[src/rtl/idx_addr_pkg.sv]
// Package: shared types for the postbyte indexed address generator.
// Assumes an 8-bit postbyte whose field layout is fixed by the encoding.
package idx_addr_pkg;

    typedef enum logic [1:0] {
        BASE_X  = 2'd0,
        BASE_Y  = 2'd1,
        BASE_SP = 2'd2,
        BASE_PC = 2'd3
    } base_e;

    typedef enum logic [2:0] {
        MD_K5   = 3'd0,
        MD_K9   = 3'd1,
        MD_K16  = 3'd2,
        MD_ACC  = 3'd3,
        MD_PRE  = 3'd4,
        MD_POST = 3'd5,
        MD_BAD  = 3'd6
    } mode_e;

    typedef enum logic [1:0] {
        OFS_A    = 2'd0,
        OFS_B    = 2'd1,
        OFS_D    = 2'd2,
        OFS_NONE = 2'd3
    } acc_e;

    typedef struct packed {
        mode_e       mode;
        base_e       base;
        acc_e        acc;
        logic [3:0]  step;
        logic [4:0]  k5;
        logic        k9_sign;
    } dec_t;

endpackage

[src/rtl/idx_decode.sv]
// Module: idx_decode
// Splits a postbyte into mode, base register, accumulator choice and
// immediate fields. Pure combinational; assumes an 8-bit postbyte.
module idx_decode
    import idx_addr_pkg::*;
(
    input  logic [7:0] pb,
    output dec_t       dec
);

    // Classify the postbyte and extract its fields.
    always_comb begin
        dec         = '0;
        dec.mode    = MD_BAD;
        dec.acc     = OFS_NONE;
        dec.base    = BASE_X;
        if (!pb[5]) begin
            dec.mode = MD_K5;
            dec.base = base_e'(pb[7:6]);
            dec.k5   = pb[4:0];
        end else if (pb[7:6] != 2'b11) begin
            dec.mode = pb[4] ? MD_POST : MD_PRE;
            dec.base = base_e'(pb[7:6]);
            dec.step = pb[3:0];
        end else begin
            dec.base = base_e'(pb[4:3]);
            if (!pb[2]) begin
                if (!pb[1]) begin
                    dec.mode    = MD_K9;
                    dec.k9_sign = pb[0];
                end else if (!pb[0]) begin
                    dec.mode = MD_K16;
                end else begin
                    dec.mode = MD_BAD;
                end
            end else begin
                unique case (pb[1:0])
                    2'b00: begin dec.mode = MD_ACC; dec.acc = OFS_A; end
                    2'b01: begin dec.mode = MD_ACC; dec.acc = OFS_B; end
                    2'b10: begin dec.mode = MD_ACC; dec.acc = OFS_D; end
                    default: dec.mode = MD_BAD;
                endcase
            end
        end
    end

endmodule

[src/rtl/idx_base_mux.sv]
// Module: idx_base_mux
// Selects one of the four base registers with an and-or tree.
// Assumes the select is a two-bit register code.
module idx_base_mux
    import idx_addr_pkg::*;
#(
    parameter int ADDR_W = 16
) (
    input  logic [ADDR_W-1:0] reg_x,
    input  logic [ADDR_W-1:0] reg_y,
    input  logic [ADDR_W-1:0] reg_sp,
    input  logic [ADDR_W-1:0] reg_pc,
    input  base_e             sel,
    output logic [ADDR_W-1:0] base_val
);

    localparam int NREG = 4;

    logic [NREG-1:0][ADDR_W-1:0] bank;
    logic [NREG-1:0][ADDR_W-1:0] gated;

    assign bank[0] = reg_x;
    assign bank[1] = reg_y;
    assign bank[2] = reg_sp;
    assign bank[3] = reg_pc;

    for (genvar g = 0; g < NREG; g++) begin : g_gate
        // Keep a register only when its code is selected.
        assign gated[g] = (sel == base_e'(g)) ? bank[g] : '0;
    end

    // OR the gated registers into the single selected base.
    always_comb begin
        base_val = '0;
        for (int i = 0; i < NREG; i++) begin
            base_val = base_val | gated[i];
        end
    end

endmodule

[src/rtl/idx_offset.sv]
// Module: idx_offset
// Forms the two's-complement offset for the decoded mode and the number
// of extension bytes the mode consumes. Assumes ADDR_W == 2*BYTE_W.
module idx_offset
    import idx_addr_pkg::*;
#(
    parameter int BYTE_W = 8,
    parameter int ADDR_W = 2 * BYTE_W
) (
    input  dec_t              dec,
    input  logic [BYTE_W-1:0] ext_hi,
    input  logic [BYTE_W-1:0] ext_lo,
    input  logic [BYTE_W-1:0] acc_a,
    input  logic [BYTE_W-1:0] acc_b,
    output logic [ADDR_W-1:0] offset,
    output logic [1:0]        ext_cnt
);

    localparam int K5_W   = 5;
    localparam int STEP_W = 4;

    logic [ADDR_W-1:0] k5_ext;
    logic [ADDR_W-1:0] k9_ext;
    logic [ADDR_W-1:0] k16_val;
    logic [ADDR_W-1:0] acc_ext;
    logic [ADDR_W-1:0] step_ext;

    assign k5_ext  = {{(ADDR_W-K5_W){dec.k5[K5_W-1]}}, dec.k5};
    assign k9_ext  = {{(ADDR_W-BYTE_W-1){dec.k9_sign}}, dec.k9_sign, ext_hi};
    assign k16_val = {ext_hi, ext_lo};

    // Zero-extend the chosen accumulator (D is A:B).
    always_comb begin
        unique case (dec.acc)
            OFS_A:   acc_ext = {{(ADDR_W-BYTE_W){1'b0}}, acc_a};
            OFS_B:   acc_ext = {{(ADDR_W-BYTE_W){1'b0}}, acc_b};
            OFS_D:   acc_ext = {acc_a, acc_b};
            default: acc_ext = '0;
        endcase
    end

    // Map the step nibble: 0..7 -> +1..+8, 8..15 -> -8..-1.
    always_comb begin
        if (dec.step[STEP_W-1]) begin
            step_ext = {{(ADDR_W-STEP_W){1'b1}}, dec.step};
        end else begin
            step_ext = {{(ADDR_W-STEP_W){1'b0}}, dec.step} + ADDR_W'(1);
        end
    end

    // Choose the offset and extension count for the mode.
    always_comb begin
        offset  = '0;
        ext_cnt = 2'd0;
        unique case (dec.mode)
            MD_K5:   offset = k5_ext;
            MD_K9:   begin offset = k9_ext;  ext_cnt = 2'd1; end
            MD_K16:  begin offset = k16_val; ext_cnt = 2'd2; end
            MD_ACC:  offset = acc_ext;
            MD_PRE,
            MD_POST: offset = step_ext;
            default: begin offset = '0; ext_cnt = 2'd0; end
        endcase
    end

endmodule

[src/rtl/idx_addr_gen.sv]
// Module: idx_addr_gen (top)
// Combinational indexed address generator: decodes a postbyte, adds the
// selected base and offset modulo 2^ADDR_W, and requests base writeback
// for auto-step modes. Holds no state; the caller registers the results.
module idx_addr_gen
    import idx_addr_pkg::*;
#(
    parameter  int BYTE_W = 8,
    localparam int ADDR_W = 2 * BYTE_W
) (
    input  logic [7:0]        postbyte,
    input  logic [BYTE_W-1:0] ext_hi,
    input  logic [BYTE_W-1:0] ext_lo,
    input  logic [ADDR_W-1:0] reg_x,
    input  logic [ADDR_W-1:0] reg_y,
    input  logic [ADDR_W-1:0] reg_sp,
    input  logic [ADDR_W-1:0] reg_pc,
    input  logic [BYTE_W-1:0] acc_a,
    input  logic [BYTE_W-1:0] acc_b,
    output logic [ADDR_W-1:0] ea,
    output logic [1:0]        ext_cnt,
    output logic              wb_en,
    output logic [1:0]        wb_sel,
    output logic [ADDR_W-1:0] wb_val,
    output logic              illegal
);

    dec_t              dec;
    logic [ADDR_W-1:0] base_val;
    logic [ADDR_W-1:0] offset;
    logic [1:0]        ofs_cnt;
    logic [ADDR_W-1:0] sum;
    logic              auto_md;

    idx_decode u_dec (
        .pb  (postbyte),
        .dec (dec)
    );

    idx_base_mux #(.ADDR_W(ADDR_W)) u_base (
        .reg_x    (reg_x),
        .reg_y    (reg_y),
        .reg_sp   (reg_sp),
        .reg_pc   (reg_pc),
        .sel      (dec.base),
        .base_val (base_val)
    );

    idx_offset #(.BYTE_W(BYTE_W), .ADDR_W(ADDR_W)) u_ofs (
        .dec     (dec),
        .ext_hi  (ext_hi),
        .ext_lo  (ext_lo),
        .acc_a   (acc_a),
        .acc_b   (acc_b),
        .offset  (offset),
        .ext_cnt (ofs_cnt)
    );

    assign sum     = base_val + offset;
    assign auto_md = (dec.mode == MD_PRE) || (dec.mode == MD_POST);

    // Pick the address and writeback outputs for the decoded mode.
    always_comb begin
        illegal = (dec.mode == MD_BAD);
        ext_cnt = illegal ? 2'd0 : ofs_cnt;
        wb_en   = auto_md;
        wb_sel  = auto_md ? dec.base : 2'd0;
        wb_val  = auto_md ? sum : '0;
        unique case (dec.mode)
            MD_POST: ea = base_val;
            MD_BAD:  ea = '0;
            default: ea = sum;
        endcase
    end

endmodule

[config.mk]
export PLATFORM = sky130hd
export DESIGN_NAME = idx_addr_gen
export DESIGN_NICKNAME = d
export VERILOG_FILES = /design/src/rtl/idx_addr_pkg.sv /design/src/rtl/idx_decode.sv /design/src/rtl/idx_base_mux.sv /design/src/rtl/idx_offset.sv /design/src/rtl/idx_addr_gen.sv
export SDC_FILE = /design/constraint.sdc
export NUM_CORES = 1
export LEC_CHECK = 0
export ABC_CLOCK_PERIOD_IN_PS = 4200
export BUFFER_PORTS_ARGS = -buffer_cell sky130_fd_sc_hd__buf_2
export CAP_MARGIN = 40
export CORE_MARGIN = 2
export CORE_UTILIZATION = 26
export DETAILED_ROUTE_END_ITERATION = 10
export PLACE_DENSITY = 0.68
export SLEW_MARGIN = 0
export SYNTH_ARGS = -nofsm -noshare
export SYNTH_HDL_FRONTEND = slang
export SYNTH_SLANG_ARGS = --single-unit
[constraint.sdc]
create_clock -name vclk -period 4.2
set_input_delay 0.63 -clock vclk [all_inputs]
set_output_delay 0.63 -clock vclk [all_outputs]
set_load 0.1 [all_outputs]
Yosys cells after proc, flatten, opt, wreduce, memory -nomap -nowiden
Cells that the tools add are included.
{"block": "word_totals", "wordCells": 55, "inputBits": 104, "reg_bits": 0, "output_inout_bits": 38}
{"block": "classes", "n_eq_ne": 14, "bitwise": 3, "mux": 29, "add_sub_neg": 2, "n_reduce_logical": 7}
{"cell": "$mux 16", "count": 6}
{"cell": "$pmux 16 s5", "count": 1}
{"cell": "$or 16x16->16", "count": 3}
{"cell": "$pmux 16 s3", "count": 1}
{"cell": "$pmux 16 s2", "count": 1}
{"cell": "$add 16x16->16", "count": 1}
{"cell": "$mux 5", "count": 3}
{"cell": "$mux 3", "count": 4}
{"cell": "$eq 3x3->1 const B", "count": 3}
{"cell": "$eq 2x2->1 const B", "count": 4}
{"cell": "$mux 2", "count": 4}
{"cell": "$eq 2x1->1 const B", "count": 3}
{"cell": "$eq 3x2->1 const B", "count": 2}
{"cell": "$logic_not 2->1", "count": 3}
{"cell": "$mux 6", "count": 1}
{"cell": "$pmux 2 s3", "count": 1}
{"cell": "$add 4x1->5 const B", "count": 1}
{"cell": "$mux 1", "count": 5}
{"cell": "$mux 4", "count": 1}
{"cell": "$pmux 2 s2", "count": 1}
{"cell": "$eq 3x1->1 const B", "count": 1}
{"cell": "$logic_not 3->1", "count": 1}
{"cell": "$reduce_or 3->1", "count": 1}
{"cell": "$ne 2x2->1 const B", "count": 1}
{"cell": "2 further kinds", "count": 2}

Depth between registers and ports, before layout
{"block": "logic_depth", "depth_word": 13, "ltp_mapped": 20, "mapped_depth_nobuf": 20}

Modules after synthesis
A second synthesis with hierarchy kept.
{"block": "hier_totals", "hier_cells": 272, "hier_area_um2": 2268.4}
{"mod": "idx_addr_gen", "seq_area_each_um2": 0.0, "area_per_inst_um2": 1069.8, "cells_each": 152, "n_inst": 1}
{"mod": "idx_offset", "seq_area_each_um2": 0.0, "area_per_inst_um2": 599.3, "cells_each": 72, "n_inst": 1}
{"mod": "idx_base_mux", "seq_area_each_um2": 0.0, "area_per_inst_um2": 427.9, "cells_each": 20, "n_inst": 1}
{"mod": "idx_decode", "seq_area_each_um2": 0.0, "area_per_inst_um2": 171.4, "cells_each": 28, "n_inst": 1}

Worst setup path before layout
Ideal clock, no wire load.
{"block": "synth_timing", "path_type": "in2out", "start": "input postbyte[2]", "end": "output ea[14]", "stages": 13, "path_buffers": 1, "path_slack_ns": -3.719, "required_time_ns": 3.570, "arrival_time_ns": 7.289, "path_cell_list": "clkbuf_1 > nor3_1 > a221oi_1 > o21ai_1 > ha_1 > fa_1 > a21oi_1 > o21ai_1 > nand2b_1 > and2_1 > a41oi_1 > xor2_1 > o31ai_1"}
{"block": "synth_between", "elab_chain_cells": 8, "elab_cells_between_ends": 28, "classes_between": "add/sub: 2; eq/ne: 8; mux: 15; reduce/logical: 3"}
{"element": "start: declaration", "line": "idx_addr_gen.sv:11", "rtl": "input logic [7:0] postbyte,"}
{"element": "parallel branches: the longest is 7 deep, another holds $add 16x16->16"}
{"element": "$pmux 16 s2 (*)", "line": "idx_addr_gen.sv:69", "rtl": "unique case (dec.mode)"}
{"element": "end: declaration", "line": "idx_addr_gen.sv:20", "rtl": "output logic [ADDR_W-1:0] ea,"}
Every way passes the cells marked *.

Final worst setup path
{"block": "layout_timing", "start": "input postbyte[7]", "end": "output ea[14]"}
{"block": "layout_between", "elab_chain_cells": 10, "elab_cells_between_ends": 36, "classes_between": "add/sub: 2; eq/ne: 12; mux: 15; bitwise: 3; reduce/logical: 4"}
{"element": "parallel branches: the longest is 9 deep, another holds $add 16x16->16"}
{"element": "$pmux 16 s2 (*)", "line": "idx_addr_gen.sv:69"}
Marks and branches as above.

==> impl_metrics.py <==
metrics = {
    "status": {
        "status": "finished with violations",
        "violations": "setup timing",
    },
    "critical_path": {
        "cpMostUsedCell": "buf_12",
        "critPathLaunchType": "primary input",
        "cp-endpoint": "ea[14]",
        "crit_path_top_delay_cell": "mux4_2",
        "cp_max_fo": 6,
        "worst_setup_path_end_kind": "primary output",
        "crit_start": "postbyte[7]",
        "critical_path_required_ns": 3.57,
        "crit_path_cell_trace": "buf_8 -> buf_6 -> nand2_4 -> o21ai_4 -> buf_12 -> buf_12 -> buf_16 -> mux4_2 -> ha_4 -> buf_6 -> nand2_4 -> o21ai_2 -> nand2b_4 -> and2_4 -> a41oi_2 -> xor2_1 -> o31ai_1 -> buf_4 -> buf_12",
        "cp.arrival_ns": 3.71,
        "max_stage_delay_ns": 0.55,
        "worst-setup-path-type": "primary input to primary output",
    },
    "floorplan": {
        "ioPinCount": 142,
        "num_rows": 32,
        "dieHeight_um": 92.1,
        "die_w_um": 92.1,
        "coreArea_mm2": 0.00761,
        "die-area_mm2": 0.00848,
        "start_util_pct": 26.5,
    },
    "cells_and_area": {
        "clkbuf_count": 0,
        "nNetsFinal": 593,
        "drive_gt1_share_pct": 71.7,
        "area_delta_synth_final_pct": 121,
        "design_area_mm2": 0.00447,
        "layout_commonest_cell": "buf_2",
        "seq_cells": 0,
        "layoutNonFillerInstCount": 572,
        "seq_area_um2": 0,
        "final_cell_mix": "109 x buf_2, 83 x buf_4, 34 x buf_12",
        "fillers": 681,
        "antenna_cells": 0,
    },
    "drt": {
        "drc_errors": 0,
        "ant_nets": 0,
        "drt_iter0_drc": 72,
        "dr.pass1.iters": 4,
        "vias": 2934,
        "viasPerCell": 5.13,
        "detail_route.wl_per_cell_um": 16.4,
        "routed_wl_um": 9380,
    },
    "timing": {
        "setup_viol": 15,
        "finalHoldViolations": 0,
        "slew_viol_final": 0,
        "worstMarginPinSlew_ns": 0.609,
        "relSlewSlack_pct": 59.4,
        "finalCriticalPeriod_ns": 4.34,
        "fin_ws_ns": -0.138,
        "rsz0062_at_grt": "yes",
        "finalCritPeriodShare_pct": 103,
        "hold-worst-slack_ns": 1.89,
        "fmax_mhz": 231,
    },
    "placement": {
        "gp_congestion": 0.913,
        "placed_area_mm2": 0.00397,
        "dp_hpwl_um": 7520,
        "pre_cts_ws_ns": -0.357,
        "port_buffers": 142,
        "dp_cells": 551,
    },
    "logic_synthesis": {
        "syn_inst": 250,
        "syn_area_per_cell_um2": 8.07,
        "synth_nets": 371,
        "yosysSeqAreaShare_pct": 0,
        "synth_warnings": 0,
        "syn_area_mm2": 0.00202,
        "synth_cell_types": 59,
    },
    "hold_path": {
        "min_path_type": "primary input to primary output",
    },
    "power_and_ir_drop": {
        "leakage_uw": 0.00208,
        "ir_worst_vdd_v": 0.000422,
        "power_density_mw_per_mm2": 410,
        "p_total_uw": 1830,
    },
    "grt": {
        "antenna_found_initial": 0,
        "grt_max_degree": 23,
        "grt_pass1_wl_um": 14900,
        "grt_usage_pct": 21.5,
        "grt_pass1_vias": 3064,
        "gr-total-overflow": 0,
    },
    "job": {
        "drv_cap": 0,
    },
}
[cell usage after synthesis (2+ instances only)]
master / n / area [um2]
or3b_1: 2 / 17.5
nor3_1: 2 / 10.0
o21ai_0: 19 / 95.1
clkbuf_1: 5 / 18.8
buf_2: 2 / 10.0
nor2_1: 16 / 60.1
xnor2_1: 9 / 78.8
inv_1: 3 / 11.3
a221oi_1: 3 / 26.3
o21ai_4: 2 / 32.5
mux2i_1: 18 / 180
and2_1: 15 / 93.8
mux4_2: 15 / 338
o21ai_1: 7 / 35.0
ha_1: 16 / 200
buf_1: 3 / 11.3
a22o_1: 9 / 78.8
nand2_1: 27 / 101
nor2b_1: 3 / 18.8
a21o_1: 3 / 22.5
o21a_1: 5 / 37.5
a21oi_1: 12 / 60.1
xor2_1: 3 / 26.3
o31ai_1: 4 / 30.0
o211ai_1: 5 / 37.5
a22oi_1: 5 / 37.5
buf_6: 3 / 33.8
nand2b_1: 3 / 18.8
[metrics by stage]
stage	util [%]	setup TNS (ns)
after floorplan	-	-17.11
after global placement	52.2	-2.04
after detailed placement	52.2	-3.37
after CTS	57.0	-0.462
after global routing	58.7	-3.04
final	58.7	-1.04
[layer usage]
layer / track usage [%] / vias up / part of all wire, %
met3: 1.07 / 8 / 4.6
met2: 42.3 / 102 / 54
met5: 0 / - / 0
met1: 26.3 / 1408 / 40
met4: 2.61 / 0 / 0.98
li1: - / 1416 / -
[repair_timing]
item	CTS	global route
gates resized for setup	36	27
pin swaps	34	23
buffers inserted	18	5
hold buffers	0	0
setup endpoints to repair	22	22
gates cloned	1	0
[worst max-delay path: cells and delay by family]
kind | cells | cell delay [ns]
adder cells (fa/ha/maj) | 1 | 0.31
XOR/XNOR | 1 | 0.20
buffers and inverters | 8 | 0.97
AO/OA/AOI/OAI | 4 | 0.66
multiplexers | 1 | 0.55
AND/OR/NAND/NOR | 4 | 0.40
[report_power, final]
group / internal, uW / switching [uW] / total, uW
combinational: 770 / 1060 / 1830
clock: 0 / 0 / 0
sequential: 0 / 0 / 0
total: 770 / 1060 / 1830
[cell families (layout without fill, tap and decap cells)]
family	Yosys count	count (layout)	share of synthesized area, %
AO/OA/AOI/OAI	90	90	31.6
AND/OR/NAND/NOR	78	78	20.3
multiplexers	34	34	26.3
buffers and inverters	18	238	4.77
adder cells (fa/ha/maj)	17	17	10.9
XOR/XNOR	13	13	6.01
[cell type report]
class                      instances  area, um2  share of cell area (%)
multi-input combinational        232       2360                    52.8
tap                              102        128                    2.86
inverter                           4       17.5                   0.392
timing repair buffer             234       1960                    44.0
[how the worst min path moves through the flow]
stage,from,endpoint,depth (start not counted)
floorplan,postbyte[6],ext_cnt[0],2
detailed placement,postbyte[5],wb_val[15],5
global route,reg_y[5],ea[5],4
global placement,reg_x[5],ea[5],4
CTS,postbyte[7],wb_val[15],6
finish,reg_y[5],ea[5],4
(Power assumes the default switching activity.)
